$ cat src/rtl/smbar_pkg.sv
package smbar_pkg;
   localparam int unsigned BYTE_W = 8;

   typedef enum logic [2:0] {
      ST_IDLE,
      ST_ADDR,
      ST_ACK,
      ST_TX,
      ST_MACK
   } resp_state_e;
endpackage

$ cat src/rtl/smbar_sync.sv
module smbar_sync #(
   parameter int unsigned STAGES  = 2,
   parameter logic        RST_VAL = 1'b1
) (
   input  logic clk,
   input  logic rst_n,
   input  logic d,
   output logic q
);
   generate
      if (STAGES == 0) begin : g_bypass
         assign q = d;
      end else begin : g_chain
         logic [STAGES-1:0] ff;
         always_ff @(posedge clk or negedge rst_n) begin
            if (!rst_n) begin
               ff <= {STAGES{RST_VAL}};
            end else begin
               ff[0] <= d;
               for (int i = 1; i < int'(STAGES); i++) ff[i] <= ff[i-1];
            end
         end
         assign q = ff[STAGES-1];
      end
   endgenerate
endmodule

$ cat src/rtl/smbar_events.sv
module smbar_events (
   input  logic clk,
   input  logic rst_n,
   input  logic scl_s,
   input  logic sda_s,
   output logic scl_rise,
   output logic scl_fall,
   output logic start_c,
   output logic stop_c
);
   logic scl_d, sda_d;

   always_ff @(posedge clk or negedge rst_n) begin
      if (!rst_n) begin
         scl_d <= 1'b1;
         sda_d <= 1'b1;
      end else begin
         scl_d <= scl_s;
         sda_d <= sda_s;
      end
   end

   assign scl_rise = scl_s & ~scl_d;
   assign scl_fall = ~scl_s & scl_d;
   assign start_c  = scl_s & scl_d & sda_d & ~sda_s;
   assign stop_c   = scl_s & scl_d & ~sda_d & sda_s;
endmodule

$ cat src/rtl/smbar_engine.sv
module smbar_engine
   import smbar_pkg::*;
#(
   parameter int unsigned       ADDR_W   = 7,
   parameter logic [BYTE_W-1:0] ARA_CODE = 8'h19
) (
   input  logic              clk,
   input  logic              rst_n,
   input  logic              scl_rise,
   input  logic              scl_fall,
   input  logic              start_c,
   input  logic              stop_c,
   input  logic              sda_s,
   input  logic              go,
   input  logic              cause_high,
   input  logic [ADDR_W-1:0] own_addr,
   output logic              sda_pull,
   output logic              alert_clr,
   output logic              lost_o,
   output logic              ack_o
);
   localparam int unsigned CNT_W = $clog2(BYTE_W + 1);
   localparam logic [CNT_W-1:0] LAST = CNT_W'(BYTE_W);

   resp_state_e       state;
   logic [BYTE_W-1:0] shreg;
   logic [CNT_W-1:0]  cnt;
   logic              pull_q, lost_q, clr_q;

   always_ff @(posedge clk or negedge rst_n) begin
      if (!rst_n) begin
         state  <= ST_IDLE;
         shreg  <= '0;
         cnt    <= '0;
         pull_q <= 1'b0;
         lost_q <= 1'b0;
         clr_q  <= 1'b0;
      end else begin
         clr_q <= 1'b0;
         if (start_c) begin
            state  <= ST_ADDR;
            cnt    <= '0;
            pull_q <= 1'b0;
            lost_q <= 1'b0;
         end else if (stop_c) begin
            state  <= ST_IDLE;
            pull_q <= 1'b0;
         end else begin
            unique case (state)
               ST_IDLE: ;
               ST_ADDR: begin
                  if (scl_rise) begin
                     shreg <= {shreg[BYTE_W-2:0], sda_s};
                     cnt   <= cnt + 1'b1;
                  end else if (scl_fall && cnt == LAST) begin
                     if (shreg == ARA_CODE && go) begin
                        state  <= ST_ACK;
                        pull_q <= 1'b1;
                     end else begin
                        state <= ST_IDLE;
                     end
                  end
               end
               ST_ACK: begin
                  if (scl_fall) begin
                     state  <= ST_TX;
                     shreg  <= {own_addr, cause_high};
                     pull_q <= ~own_addr[ADDR_W-1];
                     cnt    <= '0;
                     lost_q <= 1'b0;
                  end
               end
               ST_TX: begin
                  if (scl_rise) begin
                     cnt <= cnt + 1'b1;
                     if (!pull_q && !sda_s) lost_q <= 1'b1;
                  end else if (scl_fall) begin
                     if (cnt == LAST) begin
                        state  <= ST_MACK;
                        pull_q <= 1'b0;
                     end else begin
                        shreg  <= {shreg[BYTE_W-2:0], 1'b0};
                        pull_q <= ~shreg[BYTE_W-2] & ~lost_q;
                     end
                  end
               end
               ST_MACK: begin
                  if (scl_fall) begin
                     clr_q <= ~lost_q;
                     state <= ST_IDLE;
                  end
               end
               default: state <= ST_IDLE;
            endcase
         end
      end
   end

   assign sda_pull  = pull_q;
   assign alert_clr = clr_q;
   assign lost_o    = lost_q;
   assign ack_o     = (state == ST_ACK);
endmodule

$ cat src/rtl/smbar_resp.sv
module smbar_resp
   import smbar_pkg::*;
#(
   parameter int unsigned       ADDR_W      = 7,
   parameter int unsigned       SYNC_STAGES = 2,
   parameter logic [BYTE_W-1:0] ARA_CODE    = 8'h19
) (
   input  logic              clk,
   input  logic              rst_n,
   input  logic              scl_in,
   input  logic              sda_in,
   input  logic              alert_pend,
   input  logic              alert_high,
   input  logic              irq_mode,
   input  logic              pin_mode,
   input  logic [ADDR_W-1:0] own_addr,
   output logic              sda_pull,
   output logic              alert_clr,
   output logic              alert_pin_pull
);
   generate
      if (ADDR_W != BYTE_W - 1) begin : g_bad_addr_w
         $error("ADDR_W must be one less than the byte width");
      end
      if (SYNC_STAGES > 4) begin : g_bad_sync
         $error("SYNC_STAGES must not exceed 4");
      end
   endgenerate

   logic scl_s, sda_s;
   logic scl_rise, scl_fall, start_c, stop_c;
   logic lost_w, ack_w;
   logic pin_q;

   smbar_sync #(.STAGES(SYNC_STAGES), .RST_VAL(1'b1)) u_sync_scl (
      .clk(clk), .rst_n(rst_n), .d(scl_in), .q(scl_s));
   smbar_sync #(.STAGES(SYNC_STAGES), .RST_VAL(1'b1)) u_sync_sda (
      .clk(clk), .rst_n(rst_n), .d(sda_in), .q(sda_s));

   smbar_events u_events (
      .clk(clk), .rst_n(rst_n), .scl_s(scl_s), .sda_s(sda_s),
      .scl_rise(scl_rise), .scl_fall(scl_fall),
      .start_c(start_c), .stop_c(stop_c));

   smbar_engine #(.ADDR_W(ADDR_W), .ARA_CODE(ARA_CODE)) u_engine (
      .clk(clk), .rst_n(rst_n),
      .scl_rise(scl_rise), .scl_fall(scl_fall),
      .start_c(start_c), .stop_c(stop_c), .sda_s(sda_s),
      .go(alert_pend & irq_mode), .cause_high(alert_high),
      .own_addr(own_addr),
      .sda_pull(sda_pull), .alert_clr(alert_clr),
      .lost_o(lost_w), .ack_o(ack_w));

   always_ff @(posedge clk or negedge rst_n) begin
      if (!rst_n) pin_q <= 1'b0;
      else        pin_q <= pin_mode & alert_pend & irq_mode;
   end
   assign alert_pin_pull = pin_q;
endmodule

$ cat config.mk
export PLATFORM = sky130hd
export DESIGN_NAME = smbar_resp
export DESIGN_NICKNAME = d
export VERILOG_FILES = /design/src/rtl/smbar_pkg.sv /design/src/rtl/smbar_sync.sv /design/src/rtl/smbar_events.sv /design/src/rtl/smbar_engine.sv /design/src/rtl/smbar_resp.sv
export SDC_FILE = /design/constraint.sdc
export NUM_CORES = 1
export LEC_CHECK = 0
export CAP_MARGIN = 15
export CORE_MARGIN = 3
export CORE_UTILIZATION = 52
export CTS_CLUSTER_SIZE = 25
export DETAILED_ROUTE_END_ITERATION = 16
export PLACE_DENSITY = 0.89
export SYNTH_ARGS = -nofsm -noshare
export SYNTH_HDL_FRONTEND = slang
export SYNTH_SLANG_ARGS = --single-unit
export TNS_END_PERCENT = 10
$ cat constraint.sdc
create_clock -name clk -period 2.15 [get_ports clk]
set_input_delay 0.43 -clock clk [delete_from_list [all_inputs] [get_ports clk]]
set_output_delay 0.43 -clock clk [all_outputs]
set_load 0.01 [all_outputs]
After elaboration in Yosys (flattened, before gate mapping):

Cells that the tools add are included.

* mux-type cells: 42
* $add $sub $neg: 1
* eq/ne operators: 25
* bitwise logic cells: 20
* reductions and logical operators: 16

Operators by type and width (number)
* $mux 8: 5
* $mux 3: 9
* $ne 4x3->1 const B: 6
* $pmux 8 s3: 1
* $mux 1: 18
* $mux 4: 4
* $reduce_and 8->1: 2
* $pmux 3 s5: 1
* $and 1x1->1: 11
* $not 1->1: 9
* $reduce_bool 3->1: 3
* $eq 8x5->1 const B: 1
* $ne 2x2->1 const B: 4
* $ne 4x4->1 const B: 2
* $pmux 4 s2: 1
* $reduce_and 7->1: 1
* $eq 3x2->1 const B: 2
* $ne 3x2->1 const B: 2
* $ne 3x3->1 const B: 2
* $reduce_and 5->1: 1
* $reduce_bool 5->1: 1
* $add 4x1->4 const B: 1
* $eq 4x4->1 const B: 1
* $ne 2x1->1 const B: 2
* 11 further kinds: 14

* logic and storage cells: 115
* register bits after elaboration: 25
* input port bits: 15

Depth between registers and ports, before layout:

Gate-level depths: netlist of run 1.

* depth after elaboration: 8
* mapped depth: 7
* mapped depth without buffers: 6

Modules after synthesis:

A second synthesis of run 1 with hierarchy kept.

* cells, all modules: 129
* area, all modules: 1426.4 um^2

Modules (own cells, without submodules)
* smbar_engine: cells an instance 116, area each 1198.6 um^2, seq. area each 450.4 um^2, instances 1
* smbar_sync: cells an instance 2, area each 52.6 um^2, seq. area each 52.6 um^2, instances 2
* smbar_events: cells an instance 6, area each 85.1 um^2, seq. area each 52.6 um^2, instances 1
* smbar_resp: cells an instance 3, area each 37.5 um^2, seq. area each 25.0 um^2, instances 1

Least setup slack after synthesis of run 1:

No wires, ideal clock.

* path kind: register to register
* start: reg u_engine.state[2]
* end: reg u_engine.cnt[1]
* data arrival time: 1.476 ns
* path slack: 0.595 ns
* stages on the path, launching flop included: 6
* data required time: 2.071 ns
* buffers on the path: 1
* path through: dfrtp_1 buf_6 or4b_4 a21boi_4 or2_2 mux2i_1

* longest elaborated chain between the ends: 5
* elaborated cells between the ends (all ways): 11

Ends and longest elaborated chain
* start: declaration: RTL line smbar_engine.sv:25 `resp_state_e state;`
* start signal: assignment: RTL line smbar_engine.sv:32 `state <= ST_IDLE;`
* start signal: assignment: RTL line smbar_engine.sv:41 `state <= ST_ADDR;`
* start signal: assignment: RTL line smbar_engine.sv:46 `state <= ST_IDLE;`
* $eq 3x1->1 or $eq 3x2->1 (tied branches): RTL line smbar_engine.sv:49 `unique case (state)`
* $reduce_or 2->1 (no source line)
* $pmux 4 s2: RTL line smbar_engine.sv:49
* $mux 4: RTL line smbar_engine.sv:45 `end else if (stop_c) begin`
* $mux 4: RTL line smbar_engine.sv:40 `if (start_c) begin`
* end signal: assignment: RTL line smbar_engine.sv:54 `cnt <= cnt + 1'b1;`
* end signal: assignment: RTL line smbar_engine.sv:75 `cnt <= cnt + 1'b1;`
* end: declaration: RTL line smbar_engine.sv:27 `logic [CNT_W-1:0] cnt;`

Several ways; a longest one is shown, not always the timed one. The select of a mux whose other input is x is not followed.
A chain may end at the register's enable or synchronous reset.

Final worst setup path of run 1:

* start: in alert_pend
* end: reg u_engine.state[1]

* longest elaborated chain between the ends: 8

Ends and longest elaborated chain
* start: declaration: RTL line smbar_resp.sv:12 `input logic alert_pend,`
* $and 1x1->1: RTL line smbar_resp.sv:49 `.go(alert_pend & irq_mode), .cause_high(alert_high),`
* $logic_and 1x1->1: RTL line smbar_engine.sv:56 `if (shreg == ARA_CODE && go) begin`
* $mux 2: RTL line smbar_engine.sv:56
* $mux 3: RTL line smbar_engine.sv:55 `end else if (scl_fall && cnt == LAST) begin`
* $mux 3: RTL line smbar_engine.sv:52 `if (scl_rise) begin`
* $pmux 3 s5: RTL line smbar_engine.sv:49
* $mux 3: RTL line smbar_engine.sv:45
* $mux 3: RTL line smbar_engine.sv:40
* end signal: assignment: RTL line smbar_engine.sv:41
* end signal: assignment: RTL line smbar_engine.sv:46
* end signal: assignment: RTL line smbar_engine.sv:57 `state <= ST_ACK;`

Every way passes these cells. The select of a mux whose other input is x is not followed.

==> flow_summary.html, run 1 <==
<table>
<tr><th>Metric</th><th>Value</th></tr>
<tr><th colspan="2">Status</th></tr>
<tr><td>Outcome</td><td>finished, final reports clean</td></tr>
<tr><th colspan="2">Drt</th></tr>
<tr><td>Post-detailed-route count of antenna-violating nets</td><td>0</td></tr>
<tr><td>Via Count</td><td>980</td></tr>
<tr><td>Aggregate routed wire length</td><td>2417 µm</td></tr>
<tr><td>Total iterations of the first detailed-routing run</td><td>4</td></tr>
<tr><td>Ratio of routed vias to standard cells</td><td>6.012</td></tr>
<tr><td>Routed wirelength normalized by instance count</td><td>14.83 µm</td></tr>
<tr><td>DR DRC count</td><td>0</td></tr>
<tr><td>DR iter-0 viols</td><td>18</td></tr>
<tr><th colspan="2">Floorplanning</th></tr>
<tr><td>Die ar.</td><td>3009 µm²</td></tr>
<tr><td>Area of the placeable core</td><td>2233 µm²</td></tr>
<tr><td>Floorplan row count</td><td>17</td></tr>
<tr><td>Starting Density</td><td>0.5557</td></tr>
<tr><td>Die Y</td><td>54.86 µm</td></tr>
<tr><td>Count of pins on the block boundary</td><td>18</td></tr>
<tr><td>Floorplan die width</td><td>54.86 µm</td></tr>
<tr><th colspan="2">Synth</th></tr>
<tr><td>Fraction of synthesized cell area taken by the top area cell type</td><td>0.3831</td></tr>
<tr><td>Instance count of the mapped netlist</td><td>116</td></tr>
<tr><td>Post-Synthesis Net Count</td><td>133</td></tr>
<tr><td>Proportion of synthesized chip area in sequential cells</td><td>0.5101</td></tr>
<tr><td>Warnings, synthesis</td><td>0</td></tr>
<tr><td>Count of different cell masters after synthesis</td><td>40</td></tr>
<tr><td>Top cells by count, synth</td><td>dfrtp_1, nand2_1, o21ai_0</td></tr>
<tr><td>Most instantiated library cell after synthesis</td><td>dfrtp_1</td></tr>
<tr><td>Count of flip-flops with a built-in enable after synthesis</td><td>0</td></tr>
<tr><td>Dominant synthesized flop cell</td><td>dfrtp_1</td></tr>
<tr><td>Mapped Area</td><td>1241 µm²</td></tr>
<tr><td>Synthesized flop and latch total</td><td>25</td></tr>
<tr><td>Post-synthesis cell type with the largest combined area</td><td>dfrtp_1</td></tr>
<tr><td>Main area contributors after synthesis</td><td>dfrtp_1, dfstp_2, mux2i_1</td></tr>
<tr><td>Fraction of registers with async set or reset after synthesis</td><td>1.000</td></tr>
<tr><td>Synth Area per Inst</td><td>10.70 µm²</td></tr>
<tr><th colspan="2">Critical path</th></tr>
<tr><td>R2R Path End</td><td>u_engine.cnt[1]</td></tr>
<tr><td>Top fanout value on the critical path</td><td>2</td></tr>
<tr><td>Largest incremental delay on the critical path</td><td>0.47 ns</td></tr>
<tr><td>Buffering stage count on the worst path with inverters included</td><td>1</td></tr>
<tr><td>Worst-case reg-to-reg path depth</td><td>4</td></tr>
<tr><td>Register-to-register setup slack</td><td>0.42 ns</td></tr>
<tr><td>Crit path DAT</td><td>1.98 ns</td></tr>
<tr><td>Endpoint required time on the critical path</td><td>2.38 ns</td></tr>
<tr><td>Slowest stage cell, crit path</td><td>clkdlybuf4s50_1</td></tr>
<tr><td>Sequence of cells on the critical path</td><td>clkdlybuf4s50_1 -&gt; nor4bb_1 -&gt; nand4_1 -&gt; or3_1 -&gt; a211oi_1</td></tr>
<tr><td>Crit path launch type</td><td>primary input</td></tr>
<tr><td>Setup crit end kind</td><td>flop</td></tr>
<tr><td>Reg-to-Reg Start</td><td>u_engine.state[0]</td></tr>
<tr><td>Crit path max-delay family</td><td>simple AND/OR/NAND/NOR gates</td></tr>
<tr><td>Worst Setup Path Type</td><td>primary input to flop</td></tr>
<tr><th colspan="2">STA</th></tr>
<tr><td>Post-route minimum period</td><td>1.748 ns</td></tr>
<tr><td>Setup repair after global routing missed its margin</td><td>false</td></tr>
<tr><td>Total of endpoints with negative setup slack in the final report</td><td>0</td></tr>
<tr><td>Pins Over Slew Limit</td><td>0</td></tr>
<tr><td>Setup Total Neg Slack</td><td>0 ns</td></tr>
<tr><td>Worst relative slew slack</td><td>0.6844</td></tr>
<tr><td>Slack of the critical path</td><td>0.4023 ns</td></tr>
<tr><td>Worst hold margin</td><td>0.3656 ns</td></tr>
<tr><td>Max Clock Freq</td><td>572.2 MHz</td></tr>
<tr><td>Final clock skew</td><td>0.004262 ns</td></tr>
<tr><td>Final-report hold violation count</td><td>0</td></tr>
<tr><td>Actual slew at the worst max-slew pin</td><td>0.4729 ns</td></tr>
<tr><td>Period utilisation layout</td><td>0.8129</td></tr>
<tr><th colspan="2">Global route</th></tr>
<tr><td>Wire length of the first global-routing pass</td><td>4071 µm</td></tr>
<tr><td>Global route total overflow</td><td>0</td></tr>
<tr><td>Pin count of the biggest net entering global routing</td><td>26</td></tr>
<tr><td>Via count of the first global-routing pass</td><td>943</td></tr>
<tr><td>Number of antenna violations at the first check in global routing</td><td>0</td></tr>
<tr><td>Tot GR Track Use</td><td>0.1893</td></tr>
<tr><th colspan="2">Job</th></tr>
<tr><td>Max-cap viol count</td><td>0</td></tr>
<tr><th colspan="2">Layout</th></tr>
<tr><td>Count of non-filler cells in the finished layout</td><td>163</td></tr>
<tr><td>Filler cell count in the final layout</td><td>192</td></tr>
<tr><td>Area grow syn2layout</td><td>17.74%</td></tr>
<tr><td>Share of layout cells above drive strength 1</td><td>0.1333</td></tr>
<tr><td>NumNets Final</td><td>153</td></tr>
<tr><td>Ant diodes</td><td>0</td></tr>
<tr><th colspan="2">CTS</th></tr>
<tr><td>Post-cts hold buffer count</td><td>0</td></tr>
<tr><td>Clock buffers created by TritonCTS</td><td>3</td></tr>
<tr><td>Clock Path Buffers</td><td>2</td></tr>
<tr><td>Latest clock arrival within the worst-skew pair</td><td>0.32 ns</td></tr>
<tr><td>Root buf cell</td><td>clkbuf_4</td></tr>
<tr><td>Buffers inserted during post-CTS setup optimization</td><td>0</td></tr>
<tr><td>CTS resizes</td><td>0</td></tr>
<tr><td>Htree depth</td><td>1</td></tr>
<tr><td>CTS Sinks</td><td>25</td></tr>
<tr><td>Clock tree from TritonCTS</td><td>done</td></tr>
<tr><td>CTS clock-pin slew for the worst setup and hold paths</td><td>0.12 ns</td></tr>
<tr><th colspan="2">Placed design</th></tr>
<tr><td>Port Buffers</td><td>17</td></tr>
<tr><td>HPWL after detailed placement</td><td>1815 µm</td></tr>
<tr><td># placed instances</td><td>159</td></tr>
<tr><td>Placement-stage worst setup slack</td><td>0.04327 ns</td></tr>
<tr><td>Weighted congestion at the end of routability-driven global placement</td><td>0.8476</td></tr>
<tr><th colspan="2">Min path</th></tr>
<tr><td>Terminating pin of the worst hold path</td><td>u_sync_sda.g_chain.ff[1]</td></tr>
<tr><td>Cell depth of the worst min-delay path</td><td>0</td></tr>
<tr><td>Worst hold start</td><td>u_sync_sda.g_chain.ff[0]</td></tr>
<tr><td>Hold Path Class</td><td>flop to flop</td></tr>
<tr><th colspan="2">Power</th></tr>
<tr><td>Leakage power of the design</td><td>0.5949 nW</td></tr>
<tr><td>Worst vdd ir</td><td>677.1 µV</td></tr>
<tr><td>Total power density per cell area</td><td>785.5 nW/µm²</td></tr>
</table>
==> layer usage <==
metal	part of all wire	wire, µm	track usage
met2	0.49	1179	0.3071
met4	0.022	52	0.09959
met3	0.055	132	0.02452
met5	0	0	0
met1	0.44	1053	0.2427
==> worst max path at each step <==
| stage | from | end | slack (ns) | cells past startpoint |
|---|---|---|---|---|
| after floorplan | u_engine.state[2] | u_engine.cnt[1] | 0.59 | 5 |
| after global placement | alert_pend | u_engine.state[1] | 0.17 | 5 |
| after detailed placement | alert_pend | u_engine.state[1] | 0.04 | 5 |
| after CTS | alert_pend | u_engine.state[1] | 0.39 | 5 |
| after global routing | alert_pend | u_engine.state[1] | 0.33 | 5 |
| final | alert_pend | u_engine.state[1] | 0.40 | 5 |
==> flip-flops by register name, indices dropped and copies added (netlist names), 2 cells and up <==
name	cells
u_engine.state	3
u_engine.shreg	8
u_sync_scl.g_chain.ff	2
u_sync_sda.g_chain.ff	2
u_engine.cnt	4
==> per-stage QoR <==
| stage | util | area, µm² | power [W] |
|---|---|---|---|
| floorplan | - | 1241 | 0.0008502 |
| global placement | 0.6426 | 1435 | 0.0009334 |
| detailed placement | 0.6426 | 1435 | 0.0009560 |
| CTS | 0.6543 | 1461 | 0.001160 |
| global route | 0.6543 | 1461 | 0.001237 |
| finish | 0.6543 | 1461 | 0.001148 |
==> layout by cell type (no fill, tap or decap), types with 2 or more instances in the layout <==
master           Yosys  routed
dfrtp_1             19      19
clkdlybuf4s50_1      0      17
nand2_1             13      13
o21ai_0             10      10
nor2_1               9       9
mux2i_1              8       8
dfstp_2              6       6
nor3_1               4       4
inv_1                3       3
nand2b_1             3       3
nand3b_1             3       3
clkbuf_4             0       3
and3b_1              2       2
xor2_1               2       2
nand4_1              2       2
nand3_1              2       2
o22ai_1              2       2
ha_1                 2       2
buf_4                0       2
==> where the power goes <==
part	internal [W]	leakage (nW)	switching, W
logic	0.000139	0.264	0.000127
clock network	0.0000726	0.0150	0.000133
registers	0.000578	0.315	0.0000984
total	0.000789	0.595	0.000359
==> area by class of cell <==
type / instances / area, µm² / area share
inverter: 3 / 11.26 / 0.007705
sequential: 25 / 633.1 / 0.4332
tap: 28 / 35.03 / 0.02397
timing repair buffer: 19 / 185.2 / 0.1267
multi-input combinational: 84 / 570.5 / 0.3904
clock buffer: 4 / 26.28 / 0.01798
==> cells by family after synthesis <==
| kind of cell | Yosys count | share of synthesized area |
|---|---|---|
| xor+xnor | 3 | 0.02117 |
| buf+inv | 7 | 0.03024 |
| flops | 25 | 0.5101 |
| mux | 9 | 0.07359 |
| simple gates | 49 | 0.2228 |
| fa+ha+maj | 2 | 0.02016 |
| compound gates | 21 | 0.1220 |
No activity file was read; power rests on OpenSTA's default activity.
==> inputs of run 2 (changes only) <==
==> constraint.sdc (replaced) <==
create_clock -name clk -period 1.8 [get_ports clk]
set_input_delay 0.36 -clock clk [delete_from_list [all_inputs] [get_ports clk]]
set_output_delay 0.36 -clock clk [all_outputs]
set_load 0.01 [all_outputs]
==> flow_summary.html, run 2 (synthesis results as in run 1) <==
<table>
<tr><th>Metric</th><th>Value</th></tr>
<tr><th colspan="2">Power</th></tr>
<tr><td>Worst vdd ir</td><td>606.8 µV (-10%)</td></tr>
<tr><td>Design Power</td><td>0.001395 W (+22%)</td></tr>
<tr><td>Total power density per cell area</td><td>944.8 nW/µm² (+20%)</td></tr>
<tr><td>Leakage power of the design</td><td>0.6052 nW (+1.7%)</td></tr>
<tr><th colspan="2">Layout</th></tr>
<tr><td>Count of non-filler cells in the finished layout</td><td>165 (+1.2%)</td></tr>
<tr><td>Most common cell after layout, fill and taps aside</td><td>dfrtp_1</td></tr>
<tr><td>Largest registers in the final layout</td><td>u_engine.shreg x8, u_engine.cnt x4, u_engine.state x3</td></tr>
<tr><td>Filler cell count in the final layout</td><td>190 (-1.0%)</td></tr>
<tr><td>Area grow syn2layout</td><td>18.95%</td></tr>
<tr><td>Ant diodes</td><td>0 (unchanged)</td></tr>
<tr><td>Leading cell types in the layout, fill and taps excluded</td><td>dfrtp_1, clkdlybuf4s50_1, nand2_1</td></tr>
<tr><td>Max FFs per register</td><td>8 (unchanged)</td></tr>
<tr><td>Largest reg by FF count</td><td>u_engine.shreg</td></tr>
<tr><td>Final instance area</td><td>1476 µm² (+1.0%)</td></tr>
<tr><td>Share of layout cells above drive strength 1</td><td>0.1460 (+0.01265)</td></tr>
<tr><td>NumNets Final</td><td>155 (+1.3%)</td></tr>
<tr><th colspan="2">STA</th></tr>
<tr><td>Setup repair after global routing missed its margin</td><td>false</td></tr>
<tr><td>Final clock skew</td><td>0.004521 ns (+0.0002585 ns)</td></tr>
<tr><td>Worst relative slew slack</td><td>0.6731 (-0.01128)</td></tr>
<tr><td>Period utilisation layout</td><td>0.9338</td></tr>
<tr><td>Total of endpoints with negative setup slack in the final report</td><td>0 (unchanged)</td></tr>
<tr><td>Pins Over Slew Limit</td><td>0 (unchanged)</td></tr>
<tr><td>Actual slew at the worst max-slew pin</td><td>0.4898 ns (+0.01690 ns)</td></tr>
<tr><td>Worst hold margin</td><td>0.3666 ns (+0.001000 ns)</td></tr>
<tr><td>Max Clock Freq</td><td>594.9 MHz</td></tr>
<tr><td>Post-route minimum period</td><td>1.681 ns</td></tr>
<tr><td>Final-report hold violation count</td><td>0 (unchanged)</td></tr>
<tr><th colspan="2">CTS</th></tr>
<tr><td>Clock buffers created by TritonCTS</td><td>3 (unchanged)</td></tr>
<tr><td>CTS Sinks</td><td>25 (unchanged)</td></tr>
<tr><td>Clock Path Buffers</td><td>2 (unchanged)</td></tr>
<tr><td>Htree depth</td><td>1 (unchanged)</td></tr>
<tr><td>Root buf cell</td><td>clkbuf_4</td></tr>
<tr><td>CTS clock-pin slew for the worst setup and hold paths</td><td>0.13 ns (about the same)</td></tr>
<tr><td>Buffers inserted during post-CTS setup optimization</td><td>0 (unchanged)</td></tr>
<tr><td>CTS resizes</td><td>0 (unchanged)</td></tr>
<tr><td>Clock tree from TritonCTS</td><td>done</td></tr>
<tr><td>Latest clock arrival within the worst-skew pair</td><td>0.32 ns (about the same)</td></tr>
<tr><td>Post-cts hold buffer count</td><td>0 (unchanged)</td></tr>
<tr><th colspan="2">Critical path</th></tr>
<tr><td>Crit path DAT</td><td>1.93 ns (-0.05 ns)</td></tr>
<tr><td>Worst Setup Path Type</td><td>primary input to flop</td></tr>
<tr><td>Register-to-register setup slack</td><td>0.14 ns (-0.28 ns)</td></tr>
<tr><td>Setup crit end kind</td><td>flop</td></tr>
<tr><td>Worst-case reg-to-reg path depth</td><td>4 (unchanged)</td></tr>
<tr><td>Endpoint required time on the critical path</td><td>2.05 ns (-0.33 ns)</td></tr>
<tr><td>Top fanout value on the critical path</td><td>2 (unchanged)</td></tr>
<tr><td>R2R Path End</td><td>u_engine.shreg[7]</td></tr>
<tr><td>Crit path launch type</td><td>primary input</td></tr>
<tr><td>Reg-to-Reg Start</td><td>u_engine.state[2]</td></tr>
<tr><th colspan="2">Drt</th></tr>
<tr><td>Ratio of routed vias to standard cells</td><td>5.830 (-3.0%)</td></tr>
<tr><td>Routed wirelength normalized by instance count</td><td>15.07 µm (+1.6%)</td></tr>
<tr><td>Aggregate routed wire length</td><td>2486 µm (+2.9%)</td></tr>
<tr><td>Via Count</td><td>962 (-1.8%)</td></tr>
<tr><td>DR DRC count</td><td>0 (unchanged)</td></tr>
<tr><td>DR iter-0 viols</td><td>34 (+16)</td></tr>
<tr><td>Post-detailed-route count of antenna-violating nets</td><td>0 (unchanged)</td></tr>
<tr><td>Total iterations of the first detailed-routing run</td><td>4 (unchanged)</td></tr>
<tr><th colspan="2">Floorplanning</th></tr>
<tr><td>Area of the placeable core</td><td>2233 µm² (unchanged)</td></tr>
<tr><td>Die Y</td><td>54.86 µm (unchanged)</td></tr>
<tr><td>Die ar.</td><td>3009 µm² (unchanged)</td></tr>
<tr><td>Starting Density</td><td>0.5557 (unchanged)</td></tr>
<tr><td>Floorplan die width</td><td>54.86 µm (unchanged)</td></tr>
<tr><td>Floorplan row count</td><td>17 (unchanged)</td></tr>
<tr><td>Count of pins on the block boundary</td><td>18 (unchanged)</td></tr>
<tr><th colspan="2">Placed design</th></tr>
<tr><td>Placed instance area</td><td>1450 µm² (+1.0%)</td></tr>
<tr><td># placed instances</td><td>161 (+1.3%)</td></tr>
<tr><td>Weighted congestion at the end of routability-driven global placement</td><td>0.8478 (about the same)</td></tr>
<tr><td>Port Buffers</td><td>17 (unchanged)</td></tr>
<tr><td>HPWL after detailed placement</td><td>1895 µm (+4.4%)</td></tr>
<tr><th colspan="2">Global route</th></tr>
<tr><td>Pin count of the biggest net entering global routing</td><td>26 (unchanged)</td></tr>
<tr><td>Via count of the first global-routing pass</td><td>925 (-1.9%)</td></tr>
<tr><td>Wire length of the first global-routing pass</td><td>4374 µm (+7.4%)</td></tr>
<tr><td>Number of antenna violations at the first check in global routing</td><td>0 (unchanged)</td></tr>
<tr><td>Global route total overflow</td><td>0 (unchanged)</td></tr>
<tr><td>Tot GR Track Use</td><td>0.2139 (+0.02467)</td></tr>
<tr><th colspan="2">Job</th></tr>
<tr><td>Max-cap viol count</td><td>0 (unchanged)</td></tr>
<tr><th colspan="2">Min path</th></tr>
<tr><td>Hold Path Class</td><td>primary input to async pin</td></tr>
<tr><th colspan="2">Status</th></tr>
<tr><td>Outcome</td><td>finished, final reports clean</td></tr>
</table>
-- run 2: cell types whose count changed in the layout (fill, tap and decap cells not counted), sizes merged --
cell  before  now
buf        2    4
-- run 2: final cells by class --
class / count / area (µm²) / share of cell area
Sequential cell: 25 / 633.1 / 0.4288
Inverter: 3 / 11.26 / 0.007627
Tap cell: 28 / 35.03 / 0.02373
Multi-Input combinational cell: 84 / 570.5 / 0.3864
Clock buffer: 4 / 26.28 / 0.01780
Timing Repair Buffer: 21 / 200.2 / 0.1356
-- run 2: how the worst max path moves through the flow --
stage | startpoint | endpoint | cells after the start
3_3_place_gp | alert_pend | u_engine.state[1] | 5
3_5_place_dp | alert_pend | u_engine.state[1] | 5
6_report | alert_pend | u_engine.state[1] | 5
4_1_cts | u_engine.state[2] | u_engine.shreg[7] | 4
2_1_floorplan | u_engine.state[2] | u_engine.cnt[1] | 5
5_1_grt | u_engine.state[1] | u_engine.shreg[7] | 4
-- run 2: critical path: stages --
cell             delay [ns]
clkdlybuf4s50_1        0.47
nor4bb_1               0.33
nand4_1                0.18
or3_1                  0.37
a211oi_1               0.22
-- run 2: metrics by stage --
step	utilization	setup TNS, ns	worst slack, ns
3_3_place_gp	0.6493	-0.1054	-0.1054
2_1_floorplan	-	0	0.2447
4_1_cts	0.6611	0	0.1242
3_5_place_dp	0.6493	-0.2154	-0.2154
5_1_grt	0.6611	0	0.004683
6_report	0.6611	0	0.1192
-- run 2: report_power, final --
| part | internal [W] | switching, W | total (W) |
|---|---|---|---|
| Clock | 0.0000869 | 0.000165 | 0.000252 |
| Combinational | 0.000172 | 0.000170 | 0.000342 |
| Sequential | 0.000691 | 0.000111 | 0.000801 |
| Total | 0.000949 | 0.000446 | 0.00139 |
-- run 2: per-layer routing --
layer  share of wire  wire [µm]  GRT usage  vias to the layer above
met4           0.036         90     0.1328                        0
met5               0          0          0                        -
li1                -          -          -                      453
met2            0.48       1200     0.3228                       38
met3           0.059        146    0.04360                        9
met1            0.42       1048     0.2767                      462
